File: src/rtl/cardclk_pkg.sv
package cardclk_pkg;
   typedef enum logic [1:0] {
      BUS_W1 = 2'b00,
      BUS_W4 = 2'b01,
      BUS_W8 = 2'b10
   } bus_width_e;
endpackage

File: src/rtl/cardclk_cfg.sv
module cardclk_cfg
   import cardclk_pkg::*;
(
   input  logic       clk_en_i,
   input  logic       pwr_save_i,
   input  logic       flow_en_i,
   input  logic       bus4_i,
   input  logic       bus8_i,
   input  logic       bus_idle_i,
   input  logic       tx_empty_i,
   input  logic       rx_full_i,
   output logic       stop_o,
   output bus_width_e width_o
);
   logic idle_park, fifo_park;

   always_comb begin
      idle_park = pwr_save_i & bus_idle_i;
      fifo_park = flow_en_i & (tx_empty_i | rx_full_i);
      stop_o    = ~clk_en_i | idle_park | fifo_park;
   end

   // the wider flag takes precedence
   always_comb begin
      if (bus8_i)      width_o = BUS_W8;
      else if (bus4_i) width_o = BUS_W4;
      else             width_o = BUS_W1;
   end
endmodule

File: src/rtl/cardclk_div.sv
module cardclk_div #(
   parameter int DIV_W = 8
) (
   input  logic             clk_i,
   input  logic             rst_ni,
   input  logic [DIV_W-1:0] ratio_i,
   input  logic             hold_i,
   output logic             lvl_o,
   output logic             rise_o,
   output logic             fall_o
);
   logic [DIV_W-1:0] cnt_q, lim_q;
   logic             terminal;

   assign terminal = (cnt_q == lim_q);

   always_ff @(posedge clk_i or negedge rst_ni) begin
      if (!rst_ni) begin
         cnt_q  <= '0;
         lim_q  <= '0;
         lvl_o  <= 1'b0;
         rise_o <= 1'b0;
         fall_o <= 1'b0;
      end else begin
         rise_o <= 1'b0;
         fall_o <= 1'b0;
         if (lvl_o) begin
            // a high phase always completes; the new limit is taken at the fall
            if (terminal) begin
               lvl_o  <= 1'b0;
               cnt_q  <= '0;
               lim_q  <= ratio_i;
               fall_o <= 1'b1;
            end else begin
               cnt_q <= cnt_q + 1'b1;
            end
         end else if (hold_i) begin
            cnt_q <= '0;
            lim_q <= ratio_i;
         end else if (terminal) begin
            lvl_o  <= 1'b1;
            cnt_q  <= '0;
            rise_o <= 1'b1;
         end else begin
            cnt_q <= cnt_q + 1'b1;
         end
      end
   end

   a_r9_rise_marks_edge: assert property (@(posedge clk_i) disable iff (!rst_ni)
      rise_o |-> (lvl_o && !$past(lvl_o)));
   a_r9_fall_marks_edge: assert property (@(posedge clk_i) disable iff (!rst_ni)
      fall_o |-> (!lvl_o && $past(lvl_o)));
   a_r4_no_rise_when_held: assert property (@(posedge clk_i) disable iff (!rst_ni)
      $rose(lvl_o) |-> !$past(hold_i));
   a_r8_limit_fixed_in_high: assert property (@(posedge clk_i) disable iff (!rst_ni)
      (lvl_o && $past(lvl_o)) |-> $stable(lim_q));
   a_r1_count_within_limit: assert property (@(posedge clk_i) disable iff (!rst_ni)
      lvl_o |-> (cnt_q <= lim_q));
endmodule

File: src/rtl/cardclk_gen.sv
module cardclk_gen
   import cardclk_pkg::*;
#(
   parameter int DIV_W = 8
) (
   input  logic             clk_i,
   input  logic             rst_ni,
   input  logic [DIV_W-1:0] div_n_i,
   input  logic             clk_en_i,
   input  logic             bypass_i,
   input  logic             pwr_save_i,
   input  logic             flow_en_i,
   input  logic             bus4_i,
   input  logic             bus8_i,
   input  logic             bus_idle_i,
   input  logic             tx_empty_i,
   input  logic             rx_full_i,
   output logic             card_clk_o,
   output logic             rise_stb_o,
   output logic             fall_stb_o,
   output logic [1:0]       bus_width_o
);
   localparam int RATIO_MAX = 2 * (1 << DIV_W);

   generate
      if (DIV_W < 1 || RATIO_MAX > 131072) begin : g_bad_width
         $error("cardclk_gen: DIV_W out of supported range");
      end
   endgenerate

   logic       stop, div_hold, div_lvl, div_rise, div_fall;
   logic       gate_q;
   bus_width_e width;

   cardclk_cfg u_cfg (
      .clk_en_i   (clk_en_i),
      .pwr_save_i (pwr_save_i),
      .flow_en_i  (flow_en_i),
      .bus4_i     (bus4_i),
      .bus8_i     (bus8_i),
      .bus_idle_i (bus_idle_i),
      .tx_empty_i (tx_empty_i),
      .rx_full_i  (rx_full_i),
      .stop_o     (stop),
      .width_o    (width)
   );

   // divider parks low while stopped, bypassed, or while the bypass gate is open
   assign div_hold = stop | bypass_i | gate_q;

   cardclk_div #(.DIV_W(DIV_W)) u_div (
      .clk_i   (clk_i),
      .rst_ni  (rst_ni),
      .ratio_i (div_n_i),
      .hold_i  (div_hold),
      .lvl_o   (div_lvl),
      .rise_o  (div_rise),
      .fall_o  (div_fall)
   );

   // bypass gate changes only while the master clock is low
   always_ff @(negedge clk_i or negedge rst_ni) begin
      if (!rst_ni) gate_q <= 1'b0;
      else         gate_q <= bypass_i & ~stop & ~div_lvl;
   end

   assign card_clk_o  = div_lvl | (clk_i & gate_q);
   assign rise_stb_o  = div_rise | gate_q;
   assign fall_stb_o  = div_fall | gate_q;
   assign bus_width_o = width;

   a_r3_gate_excludes_divider: assert property (@(posedge clk_i) disable iff (!rst_ni)
      gate_q |-> !div_lvl);
   a_r4_stop_blocks_rise: assert property (@(posedge clk_i) disable iff (!rst_ni)
      (stop && !div_lvl) |=> !div_lvl);
endmodule

File: config.mk
export PLATFORM = sky130hd
export DESIGN_NAME = cardclk_gen
export DESIGN_NICKNAME = d
export VERILOG_FILES = /design/src/rtl/cardclk_pkg.sv /design/src/rtl/cardclk_cfg.sv /design/src/rtl/cardclk_div.sv /design/src/rtl/cardclk_gen.sv
export SDC_FILE = /design/constraint.sdc
export NUM_CORES = 1
export LEC_CHECK = 0
export BUFFER_PORTS_ARGS = -buffer_cell sky130_fd_sc_hd__buf_2
export CORE_MARGIN = 4
export CORE_UTILIZATION = 25
export CTS_BUF_LIST = sky130_fd_sc_hd__clkbuf_8
export CTS_CLUSTER_SIZE = 40
export DETAILED_ROUTE_END_ITERATION = 8
export SLEW_MARGIN = 20
export SYNTH_ARGS = -nofsm -noshare
export SYNTH_HDL_FRONTEND = slang
export SYNTH_SLANG_ARGS = --single-unit
File: constraint.sdc
create_clock -name clk_i -period 3 [get_ports clk_i]
set_input_delay 0.3 -clock clk_i [delete_from_list [all_inputs] [get_ports clk_i]]
set_output_delay 0.3 -clock clk_i [all_outputs]
set_load 0.1 [all_outputs]
# ---- After elaboration in Yosys (flattened, before gate mapping)
# Index checks and enable logic that the tools add are counted.
dict set report classes {
  bitwise_logic 16
  n_mux 14
  n_mul 0
  reduce_logical 2
  n_shift 0
  addsub 1
  magnitude_cmp 0
  n_eq_ne 2
  div 0
}
# cell n
set op_table {}
lappend op_table {{$mux 8} 6}
lappend op_table {{$add 8x1->8 const B} 1}
lappend op_table {{$eq 8x8->1} 1}
lappend op_table {{$or 1x1->1} 8}
lappend op_table {{$mux 1} 7}
lappend op_table {{$and 1x1->1} 5}
lappend op_table {{$not 1->1} 3}
lappend op_table {{$mux 2} 1}
lappend op_table {{$ne 2x2->1 const B} 1}
lappend op_table {{$reduce_and 2->1} 1}
lappend op_table {{$reduce_bool 2->1} 1}
dict set report totals {
  wordCells 41
  ram_bits 0
  mem_count 0
  mem_bits_ro 0
  latchBits 0
  inputBits 19
  register_bits 20
}

# ---- Logic depth before layout (Yosys ltp)
# Gate-level depths: netlist (run 1).
dict set report depth {
  word_depth 7
  mapped_depth 5
}

# ---- Modules after synthesis
# From an unflattened synthesis (run 1), not the netlist that was laid out.
dict set report unflattened {
  cells_unflattened 80
  area_unflattened_um2 980.9
}
# module instances area_per_inst_um2 cells_each seq_area_each_um2
set modules_own_cells {}
lappend modules_own_cells {cardclk_div 1 893.4 69 475.5}
lappend modules_own_cells {cardclk_gen 1 60.1 6 25.0}
lappend modules_own_cells {cardclk_cfg 1 27.5 5 0.0}

==> results by group, run 1 <==
Placed design
  – Post-place setup slack: 0.156 ns
  – I/O Buffers: 23
  – RePlAce Congestion: 0.720
  – Dpl hpwl: 1.82 mm

Critical path
  – Crit-path cells: or2_4 > buf_12
  – Endpoint type of the worst setup path: output pin
  – CP top delay family: flip-flops
  – Setup CP Type: reg2out
  – Crit path buffers/inverters: 1
  – Slowest cell on crit path: dfrtn_1
  – Crit path max fanout: 4
  – Critical path's largest stage delay: 0.37 ns
  – CP required: 2.70 ns
  – Crit start category: flop
  – Worst endpoint data arrival time: 2.69 ns

Yosys
  – Syn_nets: 137
  – Synth cell types: 32
  – Synth warn: 0
  – Post-synth ARST share: 100%
  – Xor/xnor cell area share of the yosys netlist: 10.7%
  – Number of synthesized flops with an enable pin: 0
  – Compound-Gate Fraction of Synth Area: 9.75%
  – Seq/Total Area, Yosys: 41.1%
  – Adder-cell share of the synthesized area: 1.03%
  – Mapped cell area: 1220 um2
  – Post-synthesis instance total: 117
  – Syn_area_per_cell: 10.4 um2
  – Post-synthesis simple-gate area fraction: 27.5%
  – Main synth FF type: dfrtp_1
  – Main combinational cell family by area after synthesis: simple AND/OR/NAND/NOR gates
  – Synth Register Bits: 20
  – Post-synthesis mux area share: 6.57%

Routing
  – Post-route ant nets: 0
  – DR vias: 949
  – Initial DRT Pass Iterations: 3
  – DRT Wirelength: 2.59 mm
  – Detail-routed via count per cell: 4.43
  – Drc violations: 0
  – Iteration-0 DRC Markers: 46
  – Mean routed wirelength per cell: 12.1 um

Min path
  – Worst Hold Class: in2reg

Clock tree
  – CTS tree: yes
  – Clock slew seen by the registers of the worst setup and hold paths: 0.07 ns
  – Clk_lat worst skew: 0.39 ns

Final layout
  – Nets: 168
  – Area grow syn2layout: 29.3%
  – Layout cells sized above 1: 32.7%
  – Ant diodes: 0

Timing
  – WHS: 0.196 ns
  – Worst-Margin Slew: 0.485 ns
  – # setup viols final: 0
  – RSZ-0062 raised after global routing: yes
  – Setup WS post-layout: 0.0112 ns
  – Max Slew Vio Count: 0
  – Final Hold Vio Count: 0
  – Clock Skews: 0.0299 ns
  – Slew HR: 67.9%

Floorplan
  – Die ar.: 6060 um2
  – Die height: 77.8 um
  – Num rows: 25
  – # IOs: 24
  – Die width: 77.8 um
  – Initial Util: 25.8%
  – Core area: 4720 um2

Pwr
  – Pwr Density: 377 nW/um2
  – Total power: 0.000593 W
  – IR drop worst, VDD: 0.000134 V
  – Leakage: 0.724 nW

Global routing
  – First-pass GRT wire length: 4.51 mm
  – Total congestion overflow: 0
  – Antenna violations before repair: 0
  – GRT Total Usage: 9.59%
  – Vias in the first global route: 970
  – Pin count of the biggest net entering global routing: 20

Run status
  – Outcome: completed

Job
  – Number of max-cap violations: 0
what timing repair did:
item,in CTS,in global routing
endpoints found under the setup margin,4,13
buffers inserted,1,1
gates cloned,0,0
hold buffers,1,0
hold endpoints to repair,19,0
pin swaps,0,4
resized for setup,2,5
tightest hold or removal path: stages:
cell	delay, ns
buf_2	0.08
nand4_1	0.06
o211ai_1	0.08
area by class of cell:
| cell class | instances | area (um2) |
|---|---|---|
| clock buffer | 7 | 103 |
| clock inverter | 1 | 3.75 |
| fill | 484 | 3150 |
| inverter | 2 | 7.51 |
| multi-input combinational | 90 | 684 |
| sequential | 20 | 500 |
| tap | 67 | 83.8 |
| timing repair buffer | 27 | 193 |
path summary, 6_finish.rpt:
path	from	end	slack [ns]	cells after the start
setup / recovery	gate_q$_DFF_NN0_	rise_stb_o	0.01	2
hold / removal	div_n_i[4]	u_div.lim_q[4]$_DFFE_PN0P_	0.20	3
setup reg to reg	gate_q$_DFF_NN0_	u_div.lim_q[2]$_DFFE_PN0P_	0.17	6
hold reg to reg	u_div.lim_q[4]$_DFFE_PN0P_	u_div.lim_q[4]$_DFFE_PN0P_	0.59	2
max in group asynchronous	rst_ni	gate_q$_DFF_NN0_	1.26	2
min in group asynchronous	rst_ni	u_div.cnt_q[1]$_DFF_PN0_	0.45	3
Yosys cell counts (2+ instances only):
| master | number | area [um2] |
|---|---|---|
| buf_2 | 2 | 10.0 |
| nand4_2 | 2 | 25.0 |
| or2_2 | 2 | 12.5 |
| nor2b_1 | 9 | 56.3 |
| o211ai_1 | 8 | 60.1 |
| and3_1 | 3 | 18.8 |
| xnor2_1 | 8 | 70.1 |
| nand3_1 | 5 | 25.0 |
| mux2i_1 | 8 | 80.1 |
| nor2_1 | 8 | 30.0 |
| and4_1 | 3 | 26.3 |
| nand2_1 | 10 | 37.5 |
| dfrtp_1 | 19 | 475 |
| nand4_1 | 8 | 50.1 |
| xor2_1 | 5 | 43.8 |
power by group:
part / total [W] / switching, W / leakage (nW) / internal, W
Combinational: 0.0000409 / 0.0000253 / 0.446 / 0.0000156
Clock: 0.000283 / 0.000107 / 0.0599 / 0.000176
Sequential: 0.000270 / 0 / 0.218 / 0.000270
Total: 0.000593 / 0.000132 / 0.724 / 0.000461
state kept, by name (all words and copies together) (netlist names):
signal / cells
u_div.cnt_q: 8
u_div.lim_q: 8
u_div.lvl_o: 1
u_div.rise_o: 1
u_div.fall_o: 1
gate_q: 1
cell families (layout without fill, tap and decap cells):
logic type                 count (synthesis)  count (layout)
buffers and inverters                      7              37
AOI/OAI and AO/OA                         12              12
adders and majority gates                  1               1
and+or+nand+nor                           55              55
muxes                                      8               8
xor gates and xnor gates                  14              14
DFF                                       20              20
layout by cell type, fill, tap and decap left out, types with 4 or more instances in the layout:
cell,Yosys,layout
buf_2,2,20
dfrtp_1,19,19
nor2b_1,9,9
nand2_1,10,9
xnor2_1,8,8
nor2_1,8,8
mux2i_1,8,8
nand4_1,8,8
o211ai_1,8,8
clkbuf_8,0,6
nand3_1,5,5
xor2_1,5,5
buf_12,0,4
through the flow:
stage	cells	cell area (um2)	util, %	setup TNS, ns
final	214	1580	33.4	0
after global routing	214	1580	33.4	-0.0394
after CTS	213	1540	32.6	-0.118
after detailed placement	204	1430	30.3	0
after global placement	204	1430	30.3	0
after floorplan	117	1220	-	0
routing by layer:
metal / GRT usage, % / vias to the layer above / part of all wire [%]
met2: 14.6 / 23 / 47
met1: 11.7 / 442 / 47
met4: 5.16 / 0 / 1.2
li1: - / 480 / -
met5: 0 / - / 0
met3: 3.36 / 4 / 4.8
No activity file was read; power rests on OpenSTA's default activity.
==> run 2: changes to the inputs <==
CORE_MARGIN = 2   (was 4)
==> run 2 against run 1 <==
Compared with the run above:
- the flow now finishes with violations (negative setup slack)
- wire length down 0.15%
- critical path type unchanged
- cell area up 1.7%
- highest routed layer unchanged
- register-to-register slack worse by 0.02 ns
- via count up 1.2%
==> results by group, run 2 (synthesis gave the netlist of run 1 again) <==
Timing
  – Max Slew Vio Count: 0 (unchanged)
  – Worst-Margin Slew: 0.487 ns (+0.00152 ns)
  – Clock Skews: 0.0291 ns (-0.000751 ns)
  – RSZ-0062 raised after global routing: yes
  – Final Hold Vio Count: 0 (unchanged)
  – Setup WS post-layout: -0.00343 ns (-0.0147 ns)
  – Setup TNS: -0.00343 ns (-0.00343 ns)
  – # setup viols final: 1 (+1)
  – Slew HR: 67.8% (-0.10 points)

Pwr
  – Reg power frac: 39.5% (-5.9 points)
  – Clock group share of total power: 54.5% (+6.8 points)
  – Leakage: 0.733 nW (+1.2%)
  – Switching Power: 0.000135 W (+2.1%)
  – Pwr Density: 426 nW/um2 (+13%)
  – Combinational group share of total power: 6.0% (-0.9 points)
  – Internal: 0.000548 W (+19%)
  – Switching part of the total: 19.7% (-2.5 points)
  – IR drop worst, VDD: 0.000158 V (+17%)

Critical path
  – Crit start category: flop
  – Setup CP Type: reg2out
  – Worst endpoint data arrival time: 2.70 ns (about the same)
  – Crit path max fanout: 4 (unchanged)
  – CP required: 2.70 ns (about the same)
  – Endpoint type of the worst setup path: output pin

Floorplan
  – Initial Util: 25.8% (unchanged)
  – Die height: 73.8 um (-5.1%)
  – Core area: 4720 um2 (unchanged)
  – # IOs: 24 (unchanged)
  – Num rows: 25 (unchanged)
  – Die width: 73.8 um (-5.1%)
  – Die ar.: 5450 um2 (-10%)

Clock tree
  – Clock slew seen by the registers of the worst setup and hold paths: 0.07 ns (about the same)
  – Clk_lat worst skew: 0.39 ns (about the same)
  – CTS tree: yes

Placed design
  – RePlAce Congestion: 0.750 (+4.1%)
  – I/O Buffers: 23 (unchanged)
  – Dpl hpwl: 1.81 mm (-0.82%)
  – Placed Cells: 204 (unchanged)

Global routing
  – Pin count of the biggest net entering global routing: 20 (unchanged)
  – Antenna violations before repair: 0 (unchanged)
  – GRT Total Usage: 10.4% (+0.76 points)
  – First-pass GRT wire length: 4.28 mm (-5.0%)
  – Vias in the first global route: 949 (-2.2%)
  – Total congestion overflow: 0 (unchanged)

Routing
  – Drc violations: 0 (unchanged)
  – DR vias: 960 (+1.2%)
  – Mean routed wirelength per cell: 12.1 um (-0.15%)
  – Post-route ant nets: 0 (unchanged)
  – DRT Wirelength: 2.58 mm (-0.15%)
  – Detail-routed via count per cell: 4.49 (+1.2%)
  – Iteration-0 DRC Markers: 35 (-24%)
  – Initial DRT Pass Iterations: 4 (+1)

Final layout
  – Area grow syn2layout: 31.4%
  – Ant diodes: 0 (unchanged)
  – Nets: 168 (unchanged)
  – Most common cell after layout, fill and taps aside: buf_2
  – Layout cells sized above 1: 33.3% (+0.68 points)
  – Most frequent cells in the layout: buf_2, dfrtp_1, nor2b_1, nand2_1
  – Biggest regs: u_div.cnt_q (8), u_div.lim_q (8)
  – Fin cells: 214 (unchanged)

Job
  – Number of max-cap violations: 0 (unchanged)

Run status
  – Outcome: complete, but fails checks
  – Failing checks: negative setup slack

Min path
  – Worst Hold Class: in2reg
run 2: cell count changes in the layout (fill, tap and decap cells not counted), sizes merged:
cell,change
inv,-1
bufinv,+1
run 2: critical path, stage by stage (launching register included):
cell     delay (ns)
dfrtn_1        0.37
or2_4          0.27
buf_12         0.17
run 2: layout make-up:
cell class              instances  area (um2)
well taps                      67        83.8
clock buffers                   7         103
multi-input cells              90         684
repair buffers                 27         193
inverters                       2        7.51
flip-flops and latches         20         500
clock inverters                 1        30.0
fillers                       467        3120
run 2: what timing repair did:
item,in CTS,in global routing
setup endpoints to repair,4,13
pin swaps,0,2
buffers inserted,1,1
endpoints found under the hold margin,19,0
hold buffers,1,0
resized for setup,2,5
run 2: power by group through the flow:
stage / Combinational, W / Clock (W) / Sequential (W)
after CTS: 0.0000420 / 0.000383 / 0.000269
after global routing: 0.0000449 / 0.000400 / 0.000269
final: 0.0000412 / 0.000372 / 0.000269
run 2: path summary, 6_finish.rpt:
kind | start | to | slack [ns] | cells past startpoint
worst max-delay path | gate_q$_DFF_NN0_ | rise_stb_o | -0.003 | 2
worst min-delay path | div_n_i[2] | u_div.lim_q[2]$_DFFE_PN0P_ | 0.21 | 3
min in group asynchronous | rst_ni | u_div.lim_q[0]$_DFFE_PN0P_ | 0.44 | 3
worst min register to register | u_div.cnt_q[0]$_DFF_PN0_ | u_div.cnt_q[0]$_DFF_PN0_ | 0.56 | 1
max in group asynchronous | rst_ni | gate_q$_DFF_NN0_ | 1.27 | 2
worst max register to register | gate_q$_DFF_NN0_ | u_div.lim_q[1]$_DFFE_PN0P_ | 0.15 | 6
run 2: stage by stage:
stage	utilization (%)	setup WS, ns	area, um2	hold WS [ns]	power, W
after global routing	33.9	-0.0502	1600	0.215	0.000714
after detailed placement	30.3	0.166	1430	0.302	0.000315
after floorplan	-	0.0773	1220	0.00441	0.000294
after global placement	30.3	0.217	1430	0.302	0.000315
after CTS	33.1	-0.0588	1570	0.198	0.000694
final	33.9	-0.00343	1600	0.212	0.000683
run 2: layer usage:
| layer | global-route usage (%) | vias up | wire, um |
|---|---|---|---|
| met2 | 15.7 | 21 | 1270 |
| met1 | 13.1 | 455 | 1170 |
| met4 | 5.05 | 0 | 40 |
| met5 | 0 | - | 0 |
| li1 | - | 477 | - |
| met3 | 3.57 | 7 | 104 |
